===== config.mk =====
export PLATFORM = sky130hd
export DESIGN_NAME = accel_fifo
export DESIGN_NICKNAME = d
export VERILOG_FILES = /design/src/rtl/accel_fifo_pkg.sv /design/src/rtl/afifo_store.sv /design/src/rtl/afifo_ctrl.sv /design/src/rtl/afifo_status.sv /design/src/rtl/accel_fifo.sv
export SDC_FILE = /design/constraint.sdc
export NUM_CORES = 2
export LEC_CHECK = 0
export BUFFER_PORTS_ARGS = -buffer_cell sky130_fd_sc_hd__buf_2
export CAP_MARGIN = 20
export CORE_ASPECT_RATIO = 0.9
export CORE_MARGIN = 2
export CORE_UTILIZATION = 60
export DETAILED_ROUTE_END_ITERATION = 8
export PLACE_DENSITY = 0.77
export SETUP_SLACK_MARGIN = 0.05
export SYNTH_ARGS = -nofsm -noshare
export SYNTH_HDL_FRONTEND = slang
export SYNTH_SLANG_ARGS = --single-unit
export TNS_END_PERCENT = 10

===== constraint.sdc =====
create_clock -name clk -period 10.6 [get_ports clk]
set_input_delay 0 -clock clk [delete_from_list [all_inputs] [get_ports clk]]
set_output_delay 0 -clock clk [all_outputs]
set_load 0.1 [all_outputs]

===== src/rtl/accel_fifo_pkg.sv =====
package accel_fifo_pkg;

    localparam int unsigned AXIS_W  = 16;
    localparam int unsigned ENTRY_W = 3 * AXIS_W;

    typedef enum logic [1:0] {
        MODE_OFF   = 2'd0,
        MODE_HALT  = 2'd1,
        MODE_RING  = 2'd2,
        MODE_ARMED = 2'd3
    } fifo_mode_e;

    typedef struct packed {
        logic [AXIS_W-1:0] x;
        logic [AXIS_W-1:0] y;
        logic [AXIS_W-1:0] z;
    } sample_t;

    // Occupancy shown to the host, clipped to the largest count value.
    function automatic int unsigned clip_count(input int unsigned occ,
                                               input int unsigned limit);
        return (occ > limit) ? limit : occ;
    endfunction

endpackage


===== src/rtl/afifo_store.sv =====
module afifo_store
    import accel_fifo_pkg::*;
#(
    parameter int unsigned DEPTH = 32,
    localparam int unsigned PW   = $clog2(DEPTH)
) (
    input  logic          clk,
    input  logic          wr_en,
    input  logic [PW-1:0] wr_addr,
    input  sample_t       wr_data,
    input  logic [PW-1:0] rd_addr,
    output sample_t       rd_data
);

    sample_t mem [DEPTH];

    always_ff @(posedge clk) begin
        if (wr_en) begin
            mem[wr_addr] <= wr_data;
        end
    end

    assign rd_data = mem[rd_addr];

endmodule


===== src/rtl/afifo_ctrl.sv =====
module afifo_ctrl
    import accel_fifo_pkg::*;
#(
    parameter int unsigned DEPTH = 32,
    localparam int unsigned PW   = $clog2(DEPTH),
    localparam int unsigned OW   = PW + 1
) (
    input  logic          clk,
    input  logic          rst,
    input  logic          push,
    input  logic          pop,
    input  logic          fifo_en,
    input  fifo_mode_e    mode,
    input  logic          trig,
    output logic          wr_en,
    output logic [PW-1:0] wr_ptr,
    output logic [PW-1:0] rd_ptr,
    output logic [OW-1:0] occ,
    output logic          ovr,
    output logic          do_pop,
    output logic          bypass
);

    logic [PW-1:0] wp_q, rp_q;
    logic [OW-1:0] occ_q;
    logic          ovr_q, armed_q;
    logic          full, empty, freeze, accept, evict, drop;

    // Pointer advance: plain increment for a power-of-two depth, wrap compare otherwise.
    function automatic logic [PW-1:0] bump(input logic [PW-1:0] p);
        if ((DEPTH & (DEPTH - 1)) == 0) begin
            return p + PW'(1);
        end else begin
            return (p == PW'(DEPTH - 1)) ? '0 : p + PW'(1);
        end
    endfunction

    always_comb begin
        bypass = !fifo_en || (mode == MODE_OFF);
        full   = (occ_q == OW'(DEPTH));
        empty  = (occ_q == '0);
        freeze = (mode == MODE_HALT) || ((mode == MODE_ARMED) && armed_q);
        do_pop = pop && !empty && !bypass;
        accept = push && !bypass && (!full || do_pop);
        evict  = push && !bypass && full && !do_pop && !freeze;
        drop   = push && !bypass && full && !do_pop && freeze;
        wr_en  = accept || evict;
    end

    always_ff @(posedge clk) begin
        if (rst || bypass) begin
            wp_q    <= '0;
            rp_q    <= '0;
            occ_q   <= '0;
            ovr_q   <= 1'b0;
            armed_q <= 1'b0;
        end else begin
            if (wr_en) begin
                wp_q <= bump(wp_q);
            end
            if (do_pop || evict) begin
                rp_q <= bump(rp_q);
            end
            occ_q <= occ_q + OW'(accept) - OW'(do_pop);
            if (drop || evict) begin
                ovr_q <= 1'b1;
            end else if (pop) begin
                ovr_q <= 1'b0;
            end
            armed_q <= (mode == MODE_ARMED) && (armed_q || trig);
        end
    end

    assign wr_ptr = wp_q;
    assign rd_ptr = rp_q;
    assign occ    = occ_q;
    assign ovr    = ovr_q;

endmodule


===== src/rtl/afifo_status.sv =====
module afifo_status
    import accel_fifo_pkg::*;
#(
    parameter int unsigned DEPTH = 32,
    localparam int unsigned PW   = $clog2(DEPTH),
    localparam int unsigned OW   = PW + 1
) (
    input  logic [OW-1:0] occ,
    input  logic          wm_en,
    input  logic [PW-1:0] wm_level,
    output logic [PW-1:0] fill_count,
    output logic          empty_flag,
    output logic          wm_flag
);

    localparam int unsigned CMAX = (1 << PW) - 1;

    always_comb begin
        fill_count = PW'(clip_count(int'(occ), CMAX));
        empty_flag = (occ == '0);
        wm_flag    = wm_en && (fill_count >= wm_level);
    end

endmodule


===== src/rtl/accel_fifo.sv =====
module accel_fifo
    import accel_fifo_pkg::*;
#(
    parameter int unsigned DEPTH = 32,
    localparam int unsigned PW   = $clog2(DEPTH),
    localparam int unsigned OW   = PW + 1
) (
    input  logic              clk,
    input  logic              rst,
    input  logic              in_valid,
    input  logic [AXIS_W-1:0] in_x,
    input  logic [AXIS_W-1:0] in_y,
    input  logic [AXIS_W-1:0] in_z,
    input  logic              pop,
    input  logic              fifo_en,
    input  logic [1:0]        mode,
    input  logic              wm_en,
    input  logic [PW-1:0]     wm_level,
    input  logic              trig,
    output logic [AXIS_W-1:0] out_x,
    output logic [AXIS_W-1:0] out_y,
    output logic [AXIS_W-1:0] out_z,
    output logic              wm_flag,
    output logic              ovr_flag,
    output logic              empty_flag,
    output logic [PW-1:0]     fill_count
);

    sample_t       in_s, head_s, out_q;
    logic          wr_en, do_pop, bypass;
    logic [PW-1:0] wr_ptr, rd_ptr;
    logic [OW-1:0] occ;

    assign in_s = '{x: in_x, y: in_y, z: in_z};

    afifo_ctrl #(.DEPTH(DEPTH)) u_ctrl (
        .clk     (clk),
        .rst     (rst),
        .push    (in_valid),
        .pop     (pop),
        .fifo_en (fifo_en),
        .mode    (fifo_mode_e'(mode)),
        .trig    (trig),
        .wr_en   (wr_en),
        .wr_ptr  (wr_ptr),
        .rd_ptr  (rd_ptr),
        .occ     (occ),
        .ovr     (ovr_flag),
        .do_pop  (do_pop),
        .bypass  (bypass)
    );

    afifo_store #(.DEPTH(DEPTH)) u_store (
        .clk     (clk),
        .wr_en   (wr_en),
        .wr_addr (wr_ptr),
        .wr_data (in_s),
        .rd_addr (rd_ptr),
        .rd_data (head_s)
    );

    afifo_status #(.DEPTH(DEPTH)) u_status (
        .occ        (occ),
        .wm_en      (wm_en),
        .wm_level   (wm_level),
        .fill_count (fill_count),
        .empty_flag (empty_flag),
        .wm_flag    (wm_flag)
    );

    // Host-facing register: latest sample in pass-through, popped head otherwise.
    always_ff @(posedge clk) begin
        if (rst) begin
            out_q <= '0;
        end else if (bypass && in_valid) begin
            out_q <= in_s;
        end else if (do_pop) begin
            out_q <= head_s;
        end
    end

    assign out_x = out_q.x;
    assign out_y = out_q.y;
    assign out_z = out_q.z;

endmodule


# After elaboration in Yosys (flattened, before gate mapping)

Memory sizes are Yosys's and may differ from the RTL's. A register that Yosys moved wholly into a read port is not among the register bits.
Cells that the tools add are included.
W data, S select, Z words.

Flip-flop bits (word level): 66
Memory bits (writable): 1536
Input port bits: 62
Output and inout bits: 56
Word-level logic and storage cells: 57
Memories: 1

Memories:

| name        | words | bits a word | rd ports | clocked after Yosys merged registers in | write ports | line              | text |
|---|---|---|---|---|---|---|---|
| u_store.mem | 32    | 48          | 1        | 1                                       | 1           | afifo_store.sv:15 | `sample_t mem [DEPTH];` |

Add/subtract/negate cells: 4
$lt $le $gt $ge: 2
Equal/unequal tests: 3
Muxes and demuxes: 9
Reductions and logical operators: 30

Operator list:

| cell                  | number |
|---|---|
| $mux W48              | 2 |
| $mux W5               | 3 |
| $logic_and A1 B1 Y1   | 12 |
| $add A5 B1 Y5 const B | 2 |
| $logic_or A1 B1 Y1    | 8 |
| $add A6 B1 Y6         | 1 |
| $eq A6 B6 Y1 const B  | 1 |
| $gt A6 B5 Y1 const B  | 1 |
| $logic_not A1 Y1      | 6 |
| $logic_not A6 Y1      | 1 |
| $sub A6 B1 Y6         | 1 |
| $ge A5 B5 Y1          | 1 |
| $mux W1               | 4 |
| $reduce_bool A2 Y1    | 2 |
| $eq A2 B1 Y1 const B  | 1 |
| $eq A2 B2 Y1 const B  | 1 |
| $logic_not A2 Y1      | 1 |

# Logic depth before layout (Yosys ltp)

Depth after elaboration: 10
Depth in mapped cells: 17
Depth with buffers taken out: 16

# Modules after synthesis

From an unflattened synthesis, not the netlist that was laid out.

Cells, all modules: 3675
Area, all modules: 63443.3 um2

By module, submodules not included:

| module       | times used | cells an instance | area an instance (um2) | seq. area each (um2) |
|---|---|---|---|---|
| afifo_store  | 1          | 3316              | 59763.6                | 46124.2 |
| accel_fifo   | 1          | 219               | 2499.9                 | 960.9 |
| afifo_ctrl   | 1          | 116               | 1017.2                 | 360.3 |
| afifo_status | 1          | 24                | 162.7                  | 0.0 |

# Least setup slack after synthesis

No wires, ideal clock.

Path kind: register to register
From: register u_ctrl.occ_q[5], in the netlist u_ctrl.occ[5]
To: memory u_store.mem[29][0] (netlist bit) (enable)
Library setup time: 454 ps
Arrival: 4044 ps
Required time: 10146 ps
Slack: 6102 ps
Stages on the path, launching flop included: 8
Buffers on the path: 0
Clock period less this slack: 4498 ps
Cell sequence: dfxtp_1 -> inv_1 -> ha_1 -> inv_1 -> nand2_1 -> a41oi_2 -> nand2_1 -> nor2_1

Cells in the longest elaborated chain, start to end: 10
Elaborated cells between the ends (all ways): 15
Classes of those cells: 1 x eq/ne; 2 x mux; 12 x reduce/logical

Ends and longest elaborated chain:

| what                              | line              | text |
|---|---|---|
| start: declaration                | afifo_ctrl.sv:25  | `logic [OW-1:0] occ_q;` |
| start signal: assignment          | afifo_ctrl.sv:64  | `occ_q <= occ_q + OW'(accept) - OW'(do_pop);` |
| $logic_not A6 Y1                  | afifo_ctrl.sv:41  | `empty = (occ_q == '0);` |
| $logic_not A1 Y1                  | afifo_ctrl.sv:43  | `do_pop = pop && !empty && !bypass;` |
| $logic_and A1 B1 Y1 (2 in a row)  | afifo_ctrl.sv:43  |  |
| $logic_not A1 Y1                  | afifo_ctrl.sv:45  | `evict = push && !bypass && full && !do_pop && !freeze;` |
| $logic_and A1 B1 Y1 (2 in a row)  | afifo_ctrl.sv:45  |  |
| $logic_or A1 B1 Y1 (*)            | afifo_ctrl.sv:47  | `wr_en = accept \|\| evict;` |
| $mux W1 (*)                       | afifo_store.sv:18 | `if (wr_en) begin` |
| $mux W1 (implied by the code) (*) | afifo_store.sv:19 | `mem[wr_addr] <= wr_data;` |
| end: declaration                  | afifo_store.sv:15 |  |

Every way passes the cells marked *; elsewhere a longest branch is shown, timed or not.

==> out/metrics.cfg <==
[clock_tree]
cts_tree = yes
cts_max_path_buffers = 3
numCtsBuffers = 151
htreeDepth = 4
cts-root-buf = clkbuf_16
clkTransAtPathRegs_ns = 0.07
clock-sinks = 1607
clk-insertion-delay-late_ns = 0.77

[sta]
setup_tns_ns = 0
hold_viol_final = 0
rsz0062_at_grt = no
relSlewSlack_pct = 19.1
skew_ns = 0.0347
fmax_mhz = 240
finalSetupViolCount = 0
finalCritPeriodShare_pct = 39.2
worst_pin_slew_ns = 1.21
whs_ns = 0.0505
finalCriticalPeriod_ns = 4.16
drv_slew = 0

[finish]
post-route-util_pct = 67.9
syn_to_final_growth_pct = 12.7
n_fill_cell = 6089
nets = 3248
drive_gt1_share_pct = 24.0

[worst_setup_path]
slowest_stage = buf_4
cp.depth = 7
slowest_delay_ns = 0.90
worstPathMaxFanout = 54
crit_arrival_ns = 4.75
crit_type = reg -> reg
reg2reg_slack_ns = 6.44
path_buf_inv = 2
rr_worst_depth = 7
startpoint_type = flop
crit_top_cell = buf_4
cp_top_family = buffers and inverters
worstPathCellList = buf_4 -> nand2_1 -> buf_4 -> o22ai_1 -> nor2_1 -> a2111oi_0 -> nor4_1
r2r_end = out_z[0]$_SDFFE_PP0P_
cp-end-kind = flop
required_ns = 11.19

[synthesis]
seq_area_frac_synth_pct = 77.6
yosys_warnings = 0
yosysTopAreaCell = edfxtp_1
netlist.area_leader.share_pct = 75.3
synthSimpleGateAreaFrac_pct = 2.59
yosys-top-cells-count = edfxtp_1 (1,536), mux4_2 (340), nor2_1 (151)
syn_nets = 3030
synth_top_family_by_area = multiplexers
muxShareOfSynthArea_pct = 14.7
synth_cells = 2948
synth_seq_cells = 1607
syn_avg_cell_area_um2 = 20.8
synth_area_mm2 = 0.0612
synthFlopType = edfxtp_1
synthTopCellsByArea = edfxtp_1 (75%), mux4_2 (13%), dfxtp_1 (2.3%)
synthAdderAreaFrac_pct = 0.421
yosysMostFrequentCell = edfxtp_1
synth_xor_area_share_pct = 0.157
synth_edf_count = 1536
synth-compound-area-share_pct = 2.99
synthArstFlopShare_pct = 0
synth_cell_type_count = 48

[outcome]
status = finished clean

[placement]
port_buffers = 117
gp_congestion = 0.790
hpwl_mm = 74.6

[drt]
vias = 32500
firstDrtPassIters = 8
drt-initial-drc-count = 5161
wl_per_cell_um = 34.4
wl_mm = 160
postRouteAntennaNets = 0
avgViaCountPerCell = 7.00
drc_errors = 0

[global_route]
grt_overflow_total = 0
grt_pass1_wl_mm = 228
grt_util_all_layers_pct = 30.9
grt_max_degree = 155
grt_pass1_vias = 32800
grt_antenna_before_repair = 3

[floorplan]
coreArea_mm2 = 0.102
die-area_mm2 = 0.105
placementRows = 111
initial_core_util_pct = 60.3
fp.dieH_um = 307
io_pins = 118
die_w_um = 341

[min_path]
holdPathEnd = u_ctrl.wr_ptr[1]$_SDFFE_PP0P_
whs_path_depth = 5
min_from = mode[1]
hold_path.class = in -> reg

[pwr]
power_w = 0.0129
power_density_mw_per_mm2 = 186
ir_drop_mv = 0.163
leakage_nw = 21.0

[job]
maxCapViolCount = 0

-- registers in the layout, summed over array words and instances, names as in the netlist, named ones only --
signal / flops
u_ctrl.occ: 6
u_ctrl.ovr: 1
u_store.mem: 1536
u_ctrl.armed_q: 1
out_z: 16
u_ctrl.wr_ptr: 5
out_y: 16
out_x: 16
u_ctrl.rd_ptr: 5
-- cells by family (layout without fill, tap and decap cells) --
| group | count (synthesis) | count (layout) |
|---|---|---|
| compound gates | 306 | 306 |
| fa+ha+maj | 20 | 20 |
| simple gates | 336 | 336 |
| other cells | 0 | 2 |
| buf+inv | 191 | 534 |
| mux | 477 | 477 |
| flops | 1607 | 1607 |
| xor+xnor | 11 | 11 |
-- final cells by class --
cell class	instances	area [µm²]	share of cell area, %
repair buffers	233	1640	2.38
clock buffers	217	4280	6.20
well taps	1356	1700	2.46
inverters	23	91.3	0.132
clock inverters	61	669	0.970
multi-input cells	1150	13100	18.9
flip-flops and latches	1607	47600	68.9
diodes	2	5.00	0.00726
-- worst max-delay path by stage --
stage,endpoint,slack (ns)
floorplan,u_store.mem[29][0]$_DFFE_PP_,6.10
global placement,out_y[11]$_SDFFE_PP0P_,6.63
detailed placement,out_y[11]$_SDFFE_PP0P_,6.58
CTS,out_y[11]$_SDFFE_PP0P_,6.53
global route,out_z[7]$_SDFFE_PP0P_,6.29
finish,out_z[0]$_SDFFE_PP0P_,6.44
-- routing by layer --
layer  GRT usage (%)  wire length, µm
met1            42.5            57000
met2            48.6            76600
met3            7.33            19600
met4            12.2             6600
met5               0               21
-- power breakdown --
part / switching, W / internal, W / leakage [nW] / total, W
clock: 0.00232 / 0.00311 / 2.40 / 0.00544
combinational: 0.000338 / 0.0000948 / 4.16 / 0.000433
sequential: 0.0000219 / 0.00697 / 14.4 / 0.00699
-- cell usage in the layout (no fill, tap or decap), types with 4 or more instances in the layout --
| master | synthesis | final |
|---|---|---|
| mux4_2 | 340 | 340 |
| mux2i_1 | 137 | 137 |
| nor3_2 | 4 | 4 |
| o22ai_1 | 100 | 100 |
| nor4_1 | 4 | 4 |
| a2111oi_0 | 4 | 4 |
| dlygate4sd3_1 | 0 | 58 |
| clkbuf_16 | 0 | 158 |
| nor2b_1 | 6 | 5 |
| clkinvlp_4 | 0 | 6 |
| o21ai_0 | 85 | 85 |
| or2_2 | 5 | 5 |
| a21o_1 | 4 | 4 |
| o21ai_1 | 9 | 9 |
| nand2b_1 | 5 | 4 |
| buf_4 | 12 | 55 |
| xor2_1 | 7 | 7 |
| clkinv_2 | 0 | 18 |
| clkbuf_1 | 86 | 49 |
| ha_1 | 19 | 19 |
| o32ai_1 | 4 | 4 |
| bufinv_16 | 0 | 12 |
| nor2_1 | 151 | 120 |
| edfxtp_1 | 1536 | 1536 |
| a22oi_1 | 44 | 44 |
| nor3_1 | 128 | 128 |
| inv_1 | 22 | 21 |
| clkinv_1 | 0 | 15 |
| inv_6 | 0 | 5 |
| dfxtp_1 | 71 | 68 |
| buf_2 | 57 | 117 |
| nor2_4 | 0 | 31 |
| xnor2_1 | 4 | 4 |
| clkbuf_8 | 0 | 10 |
| nand2_1 | 15 | 13 |
| a21oi_1 | 51 | 51 |
-- metrics by stage --
step                      setup slack, ns  instance area (µm²)  std cells
final                                6.44                69000       4649
after global placement               6.63                63500       4311
after detailed placement             6.58                63500       4311
after floorplan                      6.10                61200       2948
after global routing                 6.29                69000       4647
after CTS                            6.53                69000       4647
-- tightest hold or removal path: cells and delay by family --
kind | cells | cell delay [ns]
AOI/OAI and AO/OA | 2 | 0.47
buffers and inverters | 1 | 0.12
and+or+nand+nor | 2 | 0.17
-- timing repair --
| action | CTS | global route |
|---|---|---|
| endpoints found under the hold margin | 1593 | 0 |
| resized for setup | 0 | 0 |
| buffers inserted | 0 | 0 |
| hold buffers | 58 | 0 |
Note: power is estimated with default switching activity, not from simulation.
